`src/rtl/spi_cfg_seq_pkg.sv`:
```
package spi_cfg_seq_pkg;

  localparam int BYTE_W = 8;
  localparam int LEN_W  = 3;
  localparam int WORD_W = 2 * BYTE_W;

  localparam logic [BYTE_W-1:0] OP_RESET  = 8'hC0;
  localparam logic [BYTE_W-1:0] OP_WRITE  = 8'h02;
  localparam logic [BYTE_W-1:0] OP_STATUS = 8'h05;

  localparam logic [LEN_W-1:0] LEN_SHORT = 3'd1;
  localparam logic [LEN_W-1:0] LEN_FRAME = 3'd3;

  typedef enum logic [1:0] {
    ST_ISSUE,
    ST_WAIT,
    ST_IDLE,
    ST_XFER
  } seqState_t;

  typedef struct packed {
    logic loadCfg;
    logic loadExt;
    logic stepInc;
    logic stepClr;
    logic setReady;
    logic raiseErr;
    logic captureRsp;
  } seqCtl_t;

  // Table word: upper byte = register address, lower byte = value.
  function automatic logic [WORD_W-1:0] tableWord(input int unsigned idx);
    case (idx)
      1:       return 16'h2A4C;
      2:       return 16'h29CC;
      3:       return 16'h28AA;
      4:       return 16'h20FF;
      5:       return 16'h21FF;
      6:       return 16'h00FF;
      7:       return 16'h01FF;
      8:       return 16'h04FF;
      9:       return 16'h05FF;
      10:      return 16'h24FF;
      default: return '0;
    endcase
  endfunction

endpackage

```
`src/rtl/spi_cfg_seq_rom.sv`:
```
module spi_cfg_seq_rom
  import spi_cfg_seq_pkg::*;
#(
  parameter int DEPTH = 32,
  localparam int IDX_W = $clog2(DEPTH)
) (
  input  logic [IDX_W-1:0]  idx,
  output logic [WORD_W-1:0] word
);

  logic [WORD_W-1:0] contents [DEPTH];

  for (genvar gi = 0; gi < DEPTH; gi++) begin : g_word
    assign contents[gi] = tableWord(gi);
  end

  assign word = contents[idx];

endmodule

```
`src/rtl/spi_cfg_seq_dpath.sv`:
```
module spi_cfg_seq_dpath
  import spi_cfg_seq_pkg::*;
#(
  parameter int               DEPTH       = 32,
  parameter int               NUM_WRITES  = 10,
  parameter logic [BYTE_W-1:0] STATUS_ADDR = 8'h0E,
  parameter logic [BYTE_W-1:0] STATUS_OK   = 8'h80,
  localparam int IDX_W = $clog2(DEPTH)
) (
  input  logic              clk,
  input  logic              rstN,
  input  seqCtl_t           ctl,
  input  logic [BYTE_W-1:0] spiRxByte,
  input  logic [BYTE_W-1:0] reqInstr,
  input  logic [BYTE_W-1:0] reqAddr,
  input  logic [BYTE_W-1:0] reqData,
  output logic              isStatusStep,
  output logic              statusOk,
  output logic              spiStart,
  output logic [BYTE_W-1:0] spiInstr,
  output logic [BYTE_W-1:0] spiAddr,
  output logic [BYTE_W-1:0] spiData,
  output logic [LEN_W-1:0]  spiLen,
  output logic              cfgReady,
  output logic              cfgError,
  output logic              rspValid,
  output logic [BYTE_W-1:0] rspData
);

  localparam logic [IDX_W-1:0] STATUS_STEP = IDX_W'(NUM_WRITES + 1);

  logic [IDX_W-1:0]  step;
  logic [WORD_W-1:0] romWord;
  logic [BYTE_W-1:0] cfgInstr, cfgAddr, cfgData;
  logic [LEN_W-1:0]  cfgLen, extLen;

  spi_cfg_seq_rom #(.DEPTH(DEPTH)) i_rom (
    .idx  (step),
    .word (romWord)
  );

  always_comb begin
    if (step == '0) begin
      cfgInstr = OP_RESET;
      cfgAddr  = '0;
      cfgData  = '0;
      cfgLen   = LEN_SHORT;
    end else if (step == STATUS_STEP) begin
      cfgInstr = OP_STATUS;
      cfgAddr  = STATUS_ADDR;
      cfgData  = '0;
      cfgLen   = LEN_FRAME;
    end else begin
      cfgInstr = OP_WRITE;
      cfgAddr  = romWord[WORD_W-1:BYTE_W];
      cfgData  = romWord[BYTE_W-1:0];
      cfgLen   = LEN_FRAME;
    end
  end

  assign extLen       = (reqInstr == OP_RESET) ? LEN_SHORT : LEN_FRAME;
  assign isStatusStep = (step == STATUS_STEP);
  assign statusOk     = (spiRxByte == STATUS_OK);

  always_ff @(posedge clk) begin
    if (!rstN) begin
      step     <= '0;
      spiStart <= 1'b0;
      spiInstr <= '0;
      spiAddr  <= '0;
      spiData  <= '0;
      spiLen   <= '0;
      cfgReady <= 1'b0;
      cfgError <= 1'b0;
      rspValid <= 1'b0;
      rspData  <= '0;
    end else begin
      spiStart <= ctl.loadCfg | ctl.loadExt;
      if (ctl.loadCfg) begin
        spiInstr <= cfgInstr;
        spiAddr  <= cfgAddr;
        spiData  <= cfgData;
        spiLen   <= cfgLen;
      end else if (ctl.loadExt) begin
        spiInstr <= reqInstr;
        spiAddr  <= reqAddr;
        spiData  <= reqData;
        spiLen   <= extLen;
      end
      if (ctl.stepClr)      step <= '0;
      else if (ctl.stepInc) step <= step + 1'b1;
      cfgReady <= cfgReady | ctl.setReady;
      cfgError <= ctl.raiseErr;
      rspValid <= ctl.captureRsp;
      if (ctl.captureRsp) rspData <= spiRxByte;
    end
  end

endmodule

```
`src/rtl/spi_cfg_seq_ctrl.sv`:
```
module spi_cfg_seq_ctrl
  import spi_cfg_seq_pkg::*;
(
  input  logic    clk,
  input  logic    rstN,
  input  logic    spiDone,
  input  logic    reqValid,
  input  logic    isStatusStep,
  input  logic    statusOk,
  output seqCtl_t ctl,
  output logic    reqAccept,
  output logic    busy
);

  seqState_t state, nextState;

  always_ff @(posedge clk) begin
    if (!rstN) state <= ST_ISSUE;
    else       state <= nextState;
  end

  always_comb begin
    ctl       = '0;
    nextState = state;
    case (state)
      ST_ISSUE: begin
        ctl.loadCfg = 1'b1;
        nextState   = ST_WAIT;
      end
      ST_WAIT: begin
        if (spiDone) begin
          if (!isStatusStep) begin
            ctl.stepInc = 1'b1;
            nextState   = ST_ISSUE;
          end else if (statusOk) begin
            ctl.setReady = 1'b1;
            nextState    = ST_IDLE;
          end else begin
            ctl.raiseErr = 1'b1;
            ctl.stepClr  = 1'b1;
            nextState    = ST_ISSUE;
          end
        end
      end
      ST_IDLE: begin
        if (reqValid) begin
          ctl.loadExt = 1'b1;
          nextState   = ST_XFER;
        end
      end
      ST_XFER: begin
        if (spiDone) begin
          ctl.captureRsp = 1'b1;
          nextState      = ST_IDLE;
        end
      end
      default: nextState = ST_ISSUE;
    endcase
  end

  assign reqAccept = (state == ST_IDLE) && reqValid;
  assign busy      = (state == ST_WAIT) || (state == ST_XFER);

endmodule

```
`src/rtl/spi_cfg_seq.sv`:
```
module spi_cfg_seq
  import spi_cfg_seq_pkg::*;
#(
  parameter int               TABLE_DEPTH = 32,
  parameter int               NUM_WRITES  = 10,
  parameter logic [7:0]       STATUS_ADDR = 8'h0E,
  parameter logic [7:0]       STATUS_OK   = 8'h80
) (
  input  logic       clk,
  input  logic       rstN,
  output logic       spiStart,
  output logic [7:0] spiInstr,
  output logic [7:0] spiAddr,
  output logic [7:0] spiData,
  output logic [2:0] spiLen,
  input  logic       spiDone,
  input  logic [7:0] spiRxByte,
  input  logic       reqValid,
  input  logic [7:0] reqInstr,
  input  logic [7:0] reqAddr,
  input  logic [7:0] reqData,
  output logic       reqAccept,
  output logic       busy,
  output logic       cfgReady,
  output logic       cfgError,
  output logic       rspValid,
  output logic [7:0] rspData
);

  seqCtl_t ctl;
  logic    isStatusStep;
  logic    statusOk;

  spi_cfg_seq_ctrl i_ctrl (
    .clk          (clk),
    .rstN         (rstN),
    .spiDone      (spiDone),
    .reqValid     (reqValid),
    .isStatusStep (isStatusStep),
    .statusOk     (statusOk),
    .ctl          (ctl),
    .reqAccept    (reqAccept),
    .busy         (busy)
  );

  spi_cfg_seq_dpath #(
    .DEPTH       (TABLE_DEPTH),
    .NUM_WRITES  (NUM_WRITES),
    .STATUS_ADDR (STATUS_ADDR),
    .STATUS_OK   (STATUS_OK)
  ) i_dpath (
    .clk          (clk),
    .rstN         (rstN),
    .ctl          (ctl),
    .spiRxByte    (spiRxByte),
    .reqInstr     (reqInstr),
    .reqAddr      (reqAddr),
    .reqData      (reqData),
    .isStatusStep (isStatusStep),
    .statusOk     (statusOk),
    .spiStart     (spiStart),
    .spiInstr     (spiInstr),
    .spiAddr      (spiAddr),
    .spiData      (spiData),
    .spiLen       (spiLen),
    .cfgReady     (cfgReady),
    .cfgError     (cfgError),
    .rspValid     (rspValid),
    .rspData      (rspData)
  );

endmodule

```
`config.mk`:
```
export PLATFORM = sky130hd
export DESIGN_NAME = spi_cfg_seq
export DESIGN_NICKNAME = d
export VERILOG_FILES = /design/src/rtl/spi_cfg_seq_pkg.sv /design/src/rtl/spi_cfg_seq_rom.sv /design/src/rtl/spi_cfg_seq_dpath.sv /design/src/rtl/spi_cfg_seq_ctrl.sv /design/src/rtl/spi_cfg_seq.sv
export SDC_FILE = /design/constraint.sdc
export NUM_CORES = 1
export LEC_CHECK = 0
export BUFFER_PORTS_ARGS = -buffer_cell sky130_fd_sc_hd__buf_2
export CAP_MARGIN = 25
export CORE_MARGIN = 5
export CORE_UTILIZATION = 51
export CTS_BUF_LIST = sky130_fd_sc_hd__clkbuf_4 sky130_fd_sc_hd__clkbuf_8
export CTS_CLUSTER_DIAMETER = 100
export CTS_CLUSTER_SIZE = 30
export DETAILED_ROUTE_END_ITERATION = 7
export GPL_TIMING_DRIVEN = 0
export PLACE_DENSITY = 0.82
export SETUP_SLACK_MARGIN = 0.3
export SYNTH_ARGS = -nofsm -noshare
export SYNTH_HDL_FRONTEND = slang
export SYNTH_SLANG_ARGS = --single-unit
```
`constraint.sdc`:
```
create_clock -name clk -period 1.86 [get_ports clk]
set_input_delay 0.186 -clock clk [delete_from_list [all_inputs] [get_ports clk]]
set_output_delay 0.186 -clock clk [all_outputs]
set_load 0.005 [all_outputs]
```
==> results.json, run 1 <==
{
  "grt-ovfl-total": 0,
  "period_minus_slack_ns": 1.60,
  "mostFrequentLayoutCells": "buf_2, nand2_1, dfxtp_1",
  "crit_required_ns": 2.09,
  "max_freq_mhz": 623,
  "path_delay_family": "simple AND/OR/NAND/NOR gates",
  "initial_utilization_pct": 51.9,
  "finalPower_mw": 1.93,
  "route.vias.total": 2301,
  "cap_violations": 0,
  "layout_commonest_cell": "buf_2",
  "crit_start": "i_ctrl.state[1]$_SDFFE_PN0P_",
  "antenna_cells": 0,
  "start_kind": "register",
  "final-hold-violation-count": 0,
  "power_leakage_nw": 1.24,
  "die_h_um": 73.6,
  "rows": 23,
  "drtPass1Iterations": 5,
  "status": "complete, no violations",
  "grt_pass1_wl_um": 9360,
  "r2r_setup_slack_ns": 0.26,
  "setup.worst_path.end_class": "register",
  "yosys_warnings": 0,
  "avgRoutedWirePerCell_um": 15.4,
  "cts_buffers": 5,
  "path_buf_inv": 1,
  "vdd_drop_max_v": 0.000566,
  "drt_first_iter_violations": 228,
  "syn_nets": 294,
  "port_buffers": 75,
  "r2r_start": "i_ctrl.state[1]$_SDFFE_PN0P_",
  "critPathSlowestCell": "or4_4",
  "routed_via_density": 5.72,
  "slowest_delay_ns": 0.43,
  "h-tree-depth": 2,
  "ios": 77,
  "path_clk_slew_ns": 0.09,
  "area_delta_synth_final_pct": 41.1,
  "synthCells": 251,
  "ant_nets": 0,
  "cts_root_buf": "clkbuf_8",
  "ff2ff_path_depth": 5,
  "fin_skew_ns": 0.00550,
  "cp.depth": 5,
  "grt_pass1_vias": 2013,
  "die_w_um": 73.6,
  "drv_slew": 0,
  "gp_congestion": 0.864,
  "syn_area_per_cell_um2": 8.22,
  "fin_worst_hold_slack_ns": 0.113,
  "endpoint": "i_dpath.spiData[2]$_SDFFE_PN0P_",
  "synthArstFlopShare_pct": 0,
  "cts_tree": "yes",
  "drc_errors": 0,
  "path_max_fanout": 6,
  "synth_edf_count": 0,
  "hpwl_um": 4140,
  "cp_data_arrival_time_ns": 1.84,
  "cts_num_sinks": 45,
  "critical_path_class": "register to register",
  "dieArea_um2": 5410,
  "power_density_nw_per_um2": 664,
  "rsz0062_at_grt": "true",
  "tns_ns": 0,
  "setup_viol": 0,
  "drive_gt1_share_pct": 40.9,
  "rr_endpoint": "i_dpath.spiData[2]$_SDFFE_PN0P_",
  "grt_max_degree": 15,
  "ys_ff_latch": 45,
  "yosysUniqueCellTypes": 47,
  "final_nets": 394,
  "path_cells": "or2_0 > buf_4 > a21o_4 > or4_4 > a31oi_1",
  "syn-cell-area_um2": 2060,
  "worstSkewPairLatency_ns": 0.30,
  "routed_wl_um": 6170,
  "grt_usage_pct": 22.2,
  "hold_path_class": "primary input to register",
  "clockBufferDepth": 2,
  "yosysSeqAreaShare_pct": 43.7,
  "synth_flop_cell": "dfxtp_1",
  "core-area_um2": 3970,
  "fin_crit_sh_pct": 86.3,
  "antenna_found_initial": 0
}
-- repair_timing --
action	in CTS	in global routing
buffers inserted	9	9
setup endpoints to repair	36	31
pin swaps	6	10
resized for setup	25	24
hold buffers	0	0
cloned	0	0
-- how the worst min path moves through the flow --
| stage | startpoint | endpoint | slack [ns] | cells past startpoint |
|---|---|---|---|---|
| 5_1_grt | reqAddr[4] | i_dpath.spiAddr[4]$_SDFFE_PN0P_ | 0.12 | 3 |
| 6_report | reqAddr[4] | i_dpath.spiAddr[4]$_SDFFE_PN0P_ | 0.11 | 3 |
| 4_1_cts | reqAddr[7] | i_dpath.spiAddr[7]$_SDFFE_PN0P_ | 0.11 | 3 |
| 3_3_place_gp | reqAddr[7] | i_dpath.spiAddr[7]$_SDFFE_PN0P_ | 0.43 | 3 |
| 2_1_floorplan | spiRxByte[0] | i_dpath.rspData[0]$_SDFFE_PN0P_ | 0.32 | 2 |
| 3_5_place_dp | reqAddr[7] | i_dpath.spiAddr[7]$_SDFFE_PN0P_ | 0.44 | 3 |
-- per-stage QoR --
step           cell area (µm²)  std cells  util, %  setup WS [ns]
3_3_place_gp              2520        376     63.5          0.153
2_1_floorplan             2080        251        -          0.313
6_report                  2910        402     73.3          0.255
5_1_grt                   2910        402     73.3          0.193
3_5_place_dp              2520        376     63.5          0.119
4_1_cts                   2770        393     69.7          0.241
-- kinds of logic after synthesis --
group | count (synthesis) | share of synthesized area [%]
simple gates | 98 | 23.2
compound gates | 70 | 21.4
flops | 45 | 43.7
buf+inv | 25 | 5.04
fa+ha+maj | 7 | 4.25
xor+xnor | 3 | 1.27
mux | 2 | 0.971
other cells | 1 | 0.182
-- cells in the mapped netlist (2+ instances only) --
| cell | instances | share of area [%] |
|---|---|---|
| inv_1 | 6 | 1.1 |
| nor2b_1 | 3 | 0.91 |
| clkbuf_1 | 11 | 2.0 |
| a311oi_1 | 2 | 0.85 |
| o21a_1 | 3 | 1.1 |
| dfxtp_1 | 45 | 44 |
| o221a_2 | 3 | 1.6 |
| and2_1 | 2 | 0.61 |
| nand4_1 | 2 | 0.61 |
| a221oi_1 | 2 | 0.85 |
| nand3_1 | 8 | 1.9 |
| mux2i_1 | 2 | 0.97 |
| nand2_1 | 40 | 7.3 |
| a31oi_1 | 8 | 2.4 |
| xor2_1 | 2 | 0.85 |
| o21ai_0 | 19 | 4.6 |
| a21oi_1 | 22 | 5.3 |
| nor2_1 | 16 | 2.9 |
| or4_1 | 2 | 0.73 |
| nor3_1 | 8 | 1.9 |
| ha_1 | 7 | 4.2 |
| nand2b_1 | 6 | 1.8 |
| o22ai_1 | 2 | 0.61 |
| nor4_1 | 3 | 0.91 |
| buf_2 | 5 | 1.2 |
-- area by class of cell --
cell class                 instances  area (µm²)
buffer                            18         108
sequential                        45         920
fill                             320        1060
timing repair buffer              93         514
tap                               50        62.6
inverter                           7        32.5
multi-input combinational        181        1180
clock buffer                       6        76.3
clock inverter                     2        15.0
-- power breakdown --
part	switching (mW)	leakage, nW	internal, mW
Sequential	0.0204	0.371	0.995
Clock	0.342	0.0408	0.279
Combinational	0.154	0.827	0.142
-- flip-flops by register name, summed over array words and instances (netlist names) --
name,cells
i_dpath.spiData,8
i_dpath.rspValid,1
i_dpath.rspData,8
i_dpath.cfgReady,1
i_dpath.cfgError,1
i_dpath.spiAddr,8
i_ctrl.state,2
i_dpath.spiStart,1
i_dpath.spiLen,2
i_dpath.spiInstr,8
i_dpath.step,5
-- tightest hold or removal path, delay by kind of cell --
kind                   cells  cell delay (ns)
AND/OR/NAND/NOR            1             0.04
buffers and inverters      1             0.09
AO/OA/AOI/OAI              1             0.05
-- layer usage --
layer	global-route usage (%)	routed length (µm)	vias to the layer above
li1	-	-	1087
met1	29.4	2510	1065
met2	34.8	2890	136
met3	5.88	666	13
met4	7.44	107	0
met5	0	0	-
Power figures use the tool's default switching activity.
==> run 2: changes to the inputs <==
--- a/config.mk
+++ b/config.mk
@@ -8,7 +8,7 @@
 export BUFFER_PORTS_ARGS = -buffer_cell sky130_fd_sc_hd__buf_2
 export CAP_MARGIN = 25
 export CORE_MARGIN = 5
-export CORE_UTILIZATION = 51
+export CORE_UTILIZATION = 52
 export CTS_BUF_LIST = sky130_fd_sc_hd__clkbuf_4 sky130_fd_sc_hd__clkbuf_8
 export CTS_CLUSTER_DIAMETER = 100
 export CTS_CLUSTER_SIZE = 30
@@ -18,4 +18,5 @@
 export SETUP_SLACK_MARGIN = 0.3
 export SYNTH_ARGS = -nofsm -noshare
 export SYNTH_HDL_FRONTEND = slang
+export SYNTH_HIERARCHICAL = 1
 export SYNTH_SLANG_ARGS = --single-unit
==> run 2 against run 1 <==
- register-to-register slack lost 0.04 ns
- sequential power is essentially flat
- critical path type unchanged
- highest routed layer unchanged
- via count grew 1.7%
==> results.json, run 2 <==
{
  "fin_crit_sh_pct": 88.3,
  "cp_data_arrival_time_ns": 1.89,
  "critical_path_class": "register to register",
  "antenna_found_initial": 0,
  "power_leakage_nw": 1.46,
  "mostFrequentLayoutCells": "buf_2, dfxtp_1, buf_4",
  "syn_area_per_cell_um2": 8.94,
  "period_minus_slack_ns": 1.64,
  "met3_usage_pct": 4.57,
  "synthCells": 261,
  "avgRoutedWirePerCell_um": 16.0,
  "grt.busiest_layer": "met2",
  "netlist_top_cells_area": "dfxtp_1, mux2i_1, o221a_2",
  "final-hold-violation-count": 0,
  "ios": 77,
  "path_clk_slew_ns": 0.08,
  "h-tree-depth": 2,
  "setup.worst_path.end_class": "register",
  "slowest_delay_ns": 0.40,
  "gp_congestion": 0.770,
  "use_met2_pct": 35.9,
  "drtPass1Iterations": 5,
  "vdd_drop_max_v": 0.000463,
  "clockBufferDepth": 2,
  "initial_utilization_pct": 53.6,
  "yosysUniqueCellTypes": 47,
  "cts_buffers": 5,
  "grt_use_met1_pct": 24.4,
  "cts_num_sinks": 45,
  "core-area_um2": 4350,
  "die_w_um": 77.0,
  "synthArstFlopShare_pct": 0,
  "final_nets": 411,
  "routed_wl_um": 6750,
  "routed_via_density": 5.55,
  "cts_tree": "yes",
  "critPathSlowestCell": "dfxtp_4",
  "yosys-top-cells-count": "dfxtp_1, a21oi_1, nand2_1, o21a_1, mux2i_1",
  "path_max_fanout": 5,
  "yosysSeqAreaShare_pct": 38.6,
  "grt_max_degree": 16,
  "syn-cell-area_um2": 2330,
  "grt_usage_pct": 20.6,
  "setup_viol": 0,
  "grt_pass1_vias": 2190,
  "post-route-util_pct": 76.6,
  "path_cells": "buf_6 > inv_4 > ha_4 > mux2_4 > buf_8 > a21oi_1 > o221a_2",
  "setup_slack_ns": 0.218,
  "hold_path_class": "primary input to register",
  "hpwl_um": 4380,
  "antenna_cells": 0,
  "grt-ovfl-total": 0,
  "drv_slew": 0,
  "status": "complete, no violations",
  "crit_required_ns": 2.11,
  "rsz0062_at_grt": "true",
  "drt_first_iter_violations": 165,
  "synth_edf_count": 0,
  "max_freq_mhz": 609,
  "drc_errors": 0,
  "grt_pass1_wl_um": 10100,
  "drive_gt1_share_pct": 50.0,
  "yosysMostFrequentCell": "dfxtp_1",
  "yosys_warnings": 6,
  "dpl_worst_slack_ns": 0.0983,
  "start_kind": "register",
  "layout_commonest_cell": "buf_2",
  "dieArea_um2": 5920,
  "route.vias.total": 2341,
  "rows": 24,
  "hold_buffers": 0,
  "port_buffers": 75,
  "area_delta_synth_final_pct": 43.0,
  "ant_nets": 0,
  "synth_flop_cell": "dfxtp_1",
  "die_h_um": 77.0,
  "power_density_nw_per_um2": 609,
  "yosys.area.top_type": "dfxtp_1",
  "cts_root_buf": "clkbuf_8",
  "synthDominantCellAreaShare_pct": 38.6,
  "tns_ns": 0,
  "worstSkewPairLatency_ns": 0.31,
  "fin_skew_ns": 0.00723,
  "cap_violations": 0,
  "ys_ff_latch": 45
}
==> run 2: worst max-delay path: cells and delay by family, from the launching register on <==
family | cells | cell delay, ns
flops | 1 | 0.40
buf+inv | 3 | 0.30
fa+ha+maj | 1 | 0.14
mux | 1 | 0.32
compound gates | 2 | 0.42
==> run 2: path summary, 6_finish.rpt <==
check,startpoint,to,slack (ns),depth (start not counted)
max,i_dpath/step[0]$_SDFFE_PP0P_,i_dpath/spiAddr[0]$_SDFFE_PN0P_,0.22,7
min,reqValid,i_ctrl/state[0]$_SDFFE_PN0P_,0.12,2
min reg2reg,i_dpath/spiLen[0]$_SDFFE_PN0P_,i_dpath/spiLen[0]$_SDFFE_PN0P_,0.48,1
max reg2reg,i_dpath/step[0]$_SDFFE_PP0P_,i_dpath/spiAddr[0]$_SDFFE_PN0P_,0.22,7
==> run 2: area by class of cell <==
cell class | count | area [µm²]
Timing Repair Buffer | 99 | 597
Clock buffer | 5 | 68.8
Clock inverter | 3 | 22.5
Inverter | 7 | 43.8
Tap cell | 52 | 65.1
Buffer | 30 | 235
Sequential cell | 45 | 918
Fill cell | 319 | 1020
Multi-Input combinational cell | 181 | 1380
==> run 2: through the flow <==
stage | area, µm² | total power [mW] | instances | hold slack, ns
finish | 3330 | 2.03 | 422 | 0.124
global route | 3330 | 2.13 | 422 | 0.138
CTS | 3160 | 1.99 | 413 | 0.122
detailed placement | 2850 | 1.35 | 390 | 0.444
global placement | 2850 | 1.34 | 390 | 0.434
floorplan | 2410 | 1.23 | 263 | 0.329
==> run 2: layer usage <==
metal  vias up  wire, µm  share of wire [%]
met5         -         0                  0
met4         0       122                1.8
met3        11       400                5.9
met2        80      3530                 52
met1      1115      2690                 40
li1       1135         -                  -
==> run 2: logic make-up (layout without fill, tap and decap cells) <==
logic type / count (synthesis) / after routing / synth area share [%]
AND/OR/NAND/NOR: 73 / 73 / 17.2
buffers and inverters: 37 / 144 / 8.48
adder cells (fa/ha/maj): 6 / 6 / 3.22
AO/OA/AOI/OAI: 77 / 77 / 23.3
XOR/XNOR: 4 / 4 / 1.50
multiplexers: 17 / 17 / 7.35
flip-flops: 45 / 45 / 38.6
other: 2 / 4 / 0.322
==> run 2: power by group <==
| group | internal [mW] | switching (mW) |
|---|---|---|
| Sequential | 0.999 | 0.0280 |
| Clock | 0.267 | 0.355 |
| Combinational | 0.201 | 0.181 |
| Total | 1.47 | 0.565 |
==> run 2: repair_timing <==
item,4_1_cts,5_1_grt
setup endpoints to repair,29,30
endpoints found under the hold margin,0,0
pin swaps,9,10
gates resized for setup,35,28
setup buffers,15,8
gates cloned,0,1
==> run 3: changes to the inputs <==
--- a/config.mk
+++ b/config.mk
@@ -5,6 +5,7 @@
 export SDC_FILE = /design/constraint.sdc
 export NUM_CORES = 1
 export LEC_CHECK = 0
+export ABC_AREA = 1
 export BUFFER_PORTS_ARGS = -buffer_cell sky130_fd_sc_hd__buf_2
 export CAP_MARGIN = 25
 export CORE_MARGIN = 5
==> run 3 against run 2 <==
- synthesized cell count up 21%
- hold slack worse by 0.0020 ns
- worst setup slack better by 0.063 ns
- critical path depth up 4
- final cell count up 9.7%
- clock-buffer cell count up 1
- first-iteration DRC count down 22%
- highest routed layer unchanged
==> results.json, run 3 <==
{
  "die_h_um": 75.7,
  "drive_gt1_share_pct": 36.5,
  "yosysSeqAreaShare_pct": 40.1,
  "yosys-top-cells-count": "nor2_1, dfxtp_1, o21ai_0, nand2_1, inv_1",
  "routed_wl_um": 5840,
  "tns_ns": 0,
  "ios": 77,
  "antenna_cells": 0,
  "port_buffers": 75,
  "drv_slew": 0,
  "power_leakage_nw": 1.50,
  "vdd_drop_max_v": 0.000381,
  "synthDominantCellAreaShare_pct": 40.1,
  "critical_path_class": "register to register",
  "syn-cell-area_um2": 2250,
  "fin_crit_sh_pct": 84.9,
  "synthArstFlopShare_pct": 0,
  "cts_tree": "yes",
  "max_freq_mhz": 633,
  "grt_max_degree": 15,
  "path_buf_inv": 3,
  "clockBufferDepth": 2,
  "mostFrequentLayoutCells": "buf_2, nor2_1, o21ai_0",
  "slowest_delay_ns": 0.36,
  "status": "complete, no violations",
  "path_delay_family": "simple AND/OR/NAND/NOR gates",
  "path_max_fanout": 5,
  "ant_nets": 0,
  "yosysMostFrequentCell": "nor2_1",
  "syn_area_per_cell_um2": 7.11,
  "yosysUniqueCellTypes": 26,
  "cp_data_arrival_time_ns": 1.77,
  "fin_skew_ns": 0.00636,
  "grt_pass1_wl_um": 9310,
  "layout_commonest_cell": "buf_2",
  "period_minus_slack_ns": 1.58,
  "synth_flop_cell": "dfxtp_1",
  "cts_buffers": 5,
  "final_nets": 452,
  "antenna_found_initial": 0,
  "cts_num_sinks": 45,
  "netlist_top_cells_area": "dfxtp_1, o21ai_0, nor2_1",
  "grt_usage_pct": 20.8,
  "hold_buffers": 0,
  "worstSkewPairLatency_ns": 0.30,
  "start_kind": "register",
  "synthCells": 316,
  "power_density_nw_per_um2": 700,
  "drtPass1Iterations": 4,
  "h-tree-depth": 2,
  "setup.worst_path.end_class": "register",
  "drt_first_iter_violations": 128,
  "yosys_warnings": 6,
  "route.vias.total": 2360,
  "ys_ff_latch": 45,
  "cts_root_buf": "clkbuf_8",
  "cap_violations": 0,
  "hpwl_um": 4360,
  "routed_via_density": 5.10,
  "yosys.area.top_type": "dfxtp_1",
  "initial_utilization_pct": 52.7,
  "crit_required_ns": 2.05,
  "grt_pass1_vias": 2154,
  "area_delta_synth_final_pct": 33.3,
  "finalPower_mw": 2.10,
  "synth_edf_count": 0,
  "grt-ovfl-total": 0,
  "die_w_um": 75.7,
  "setup_slack_ns": 0.280,
  "path_clk_slew_ns": 0.09,
  "path_cells": "ha_4 > nand2_2 > inv_2 > nand2_2 > buf_6 > inv_4 > nor3_4 > and3_4 > nand2_1 > nand2_1 > a21oi_1",
  "place_area_um2": 2750,
  "hold_path_class": "primary input to register",
  "final-hold-violation-count": 0,
  "fin_area_um2": 3000,
  "core-area_um2": 4260,
  "dpl_worst_slack_ns": 0.110,
  "setup_viol": 0,
  "rows": 24,
  "drc_errors": 0,
  "fillers": 366,
  "critPathSlowestCell": "dfxtp_4",
  "rsz0062_at_grt": "true",
  "avgRoutedWirePerCell_um": 12.6,
  "gp_congestion": 0.849,
  "dieArea_um2": 5740
}
==> run 3: logic make-up after synthesis <==
group,Yosys count,share of synthesized area (%)
and+or+nand+nor,138,28.0
AOI/OAI and AO/OA,72,16.0
buffers and inverters,52,11.8
DFF,45,40.1
adders and majority gates,6,3.34
other,2,0.334
xor gates and xnor gates,1,0.390
==> run 3: layout make-up <==
class	count	area, µm²	share of cell area (%)
multi-input cells	221	1170	39.0
flip-flops and latches	45	918	30.7
repair buffers	85	450	15.0
plain buffers	24	168	5.60
inverters	28	108	3.59
clock buffers	6	82.6	2.76
well taps	52	65.1	2.17
clock inverters	2	36.3	1.21
==> run 3: metrics by stage <==
| step | instances | utilization [%] | hold WS [ns] |
|---|---|---|---|
| floorplan | 318 | - | 0.298 |
| global placement | 445 | 64.4 | 0.411 |
| detailed placement | 445 | 64.4 | 0.434 |
| CTS | 459 | 68.8 | 0.114 |
| global route | 463 | 70.2 | 0.134 |
| finish | 463 | 70.2 | 0.122 |
==> run 3: where the power goes <==
part | internal [mW] | switching, mW | total (mW)
clock | 0.438 | 0.334 | 0.772
combinational | 0.137 | 0.167 | 0.304
sequential | 0.999 | 0.0220 | 1.02
==> run 3: timing repair <==
| action | in CTS | in global routing |
|---|---|---|
| setup buffers | 6 | 4 |
| resized for setup | 8 | 16 |
| pin swaps | 3 | 7 |
| setup endpoints to repair | 27 | 30 |
| hold endpoints to repair | 0 | 0 |
==> run 3: worst paths after layout <==
| kind | start | end | slack, ns | depth (start not counted) |
|---|---|---|---|---|
| max | i_dpath/step[1]$_SDFFE_PP0P_ | i_dpath/step[4]$_SDFFE_PP0P_ | 0.28 | 11 |
| min | reqValid | i_ctrl/state[0]$_SDFFE_PN0P_ | 0.12 | 3 |
| max reg2reg | i_dpath/step[1]$_SDFFE_PP0P_ | i_dpath/step[4]$_SDFFE_PP0P_ | 0.28 | 11 |
| min reg2reg | i_dpath/spiLen[0]$_SDFFE_PN0P_ | i_dpath/spiLen[0]$_SDFFE_PN0P_ | 0.45 | 2 |
==> run 3: worst reg2reg max path, stage by stage (launching register included) <==
cell and delay [ns]:
dfxtp_4 0.36, ha_4 0.16, nand2_2 0.06, inv_2 0.04, nand2_2 0.07, buf_6 0.10
inv_4 0.04, nor3_4 0.25, and3_4 0.24, nand2_1 0.05, nand2_1 0.06, a21oi_1 0.06
==> run 3: metal layers <==
metal  global-route usage (%)  vias up  wire (µm)
met2                     35.2       85       2740
met1                     26.5     1050       2550
li1                         -     1219          -
met3                     5.41        6        498
met5                        0        -          0
met4                     4.85        0         51
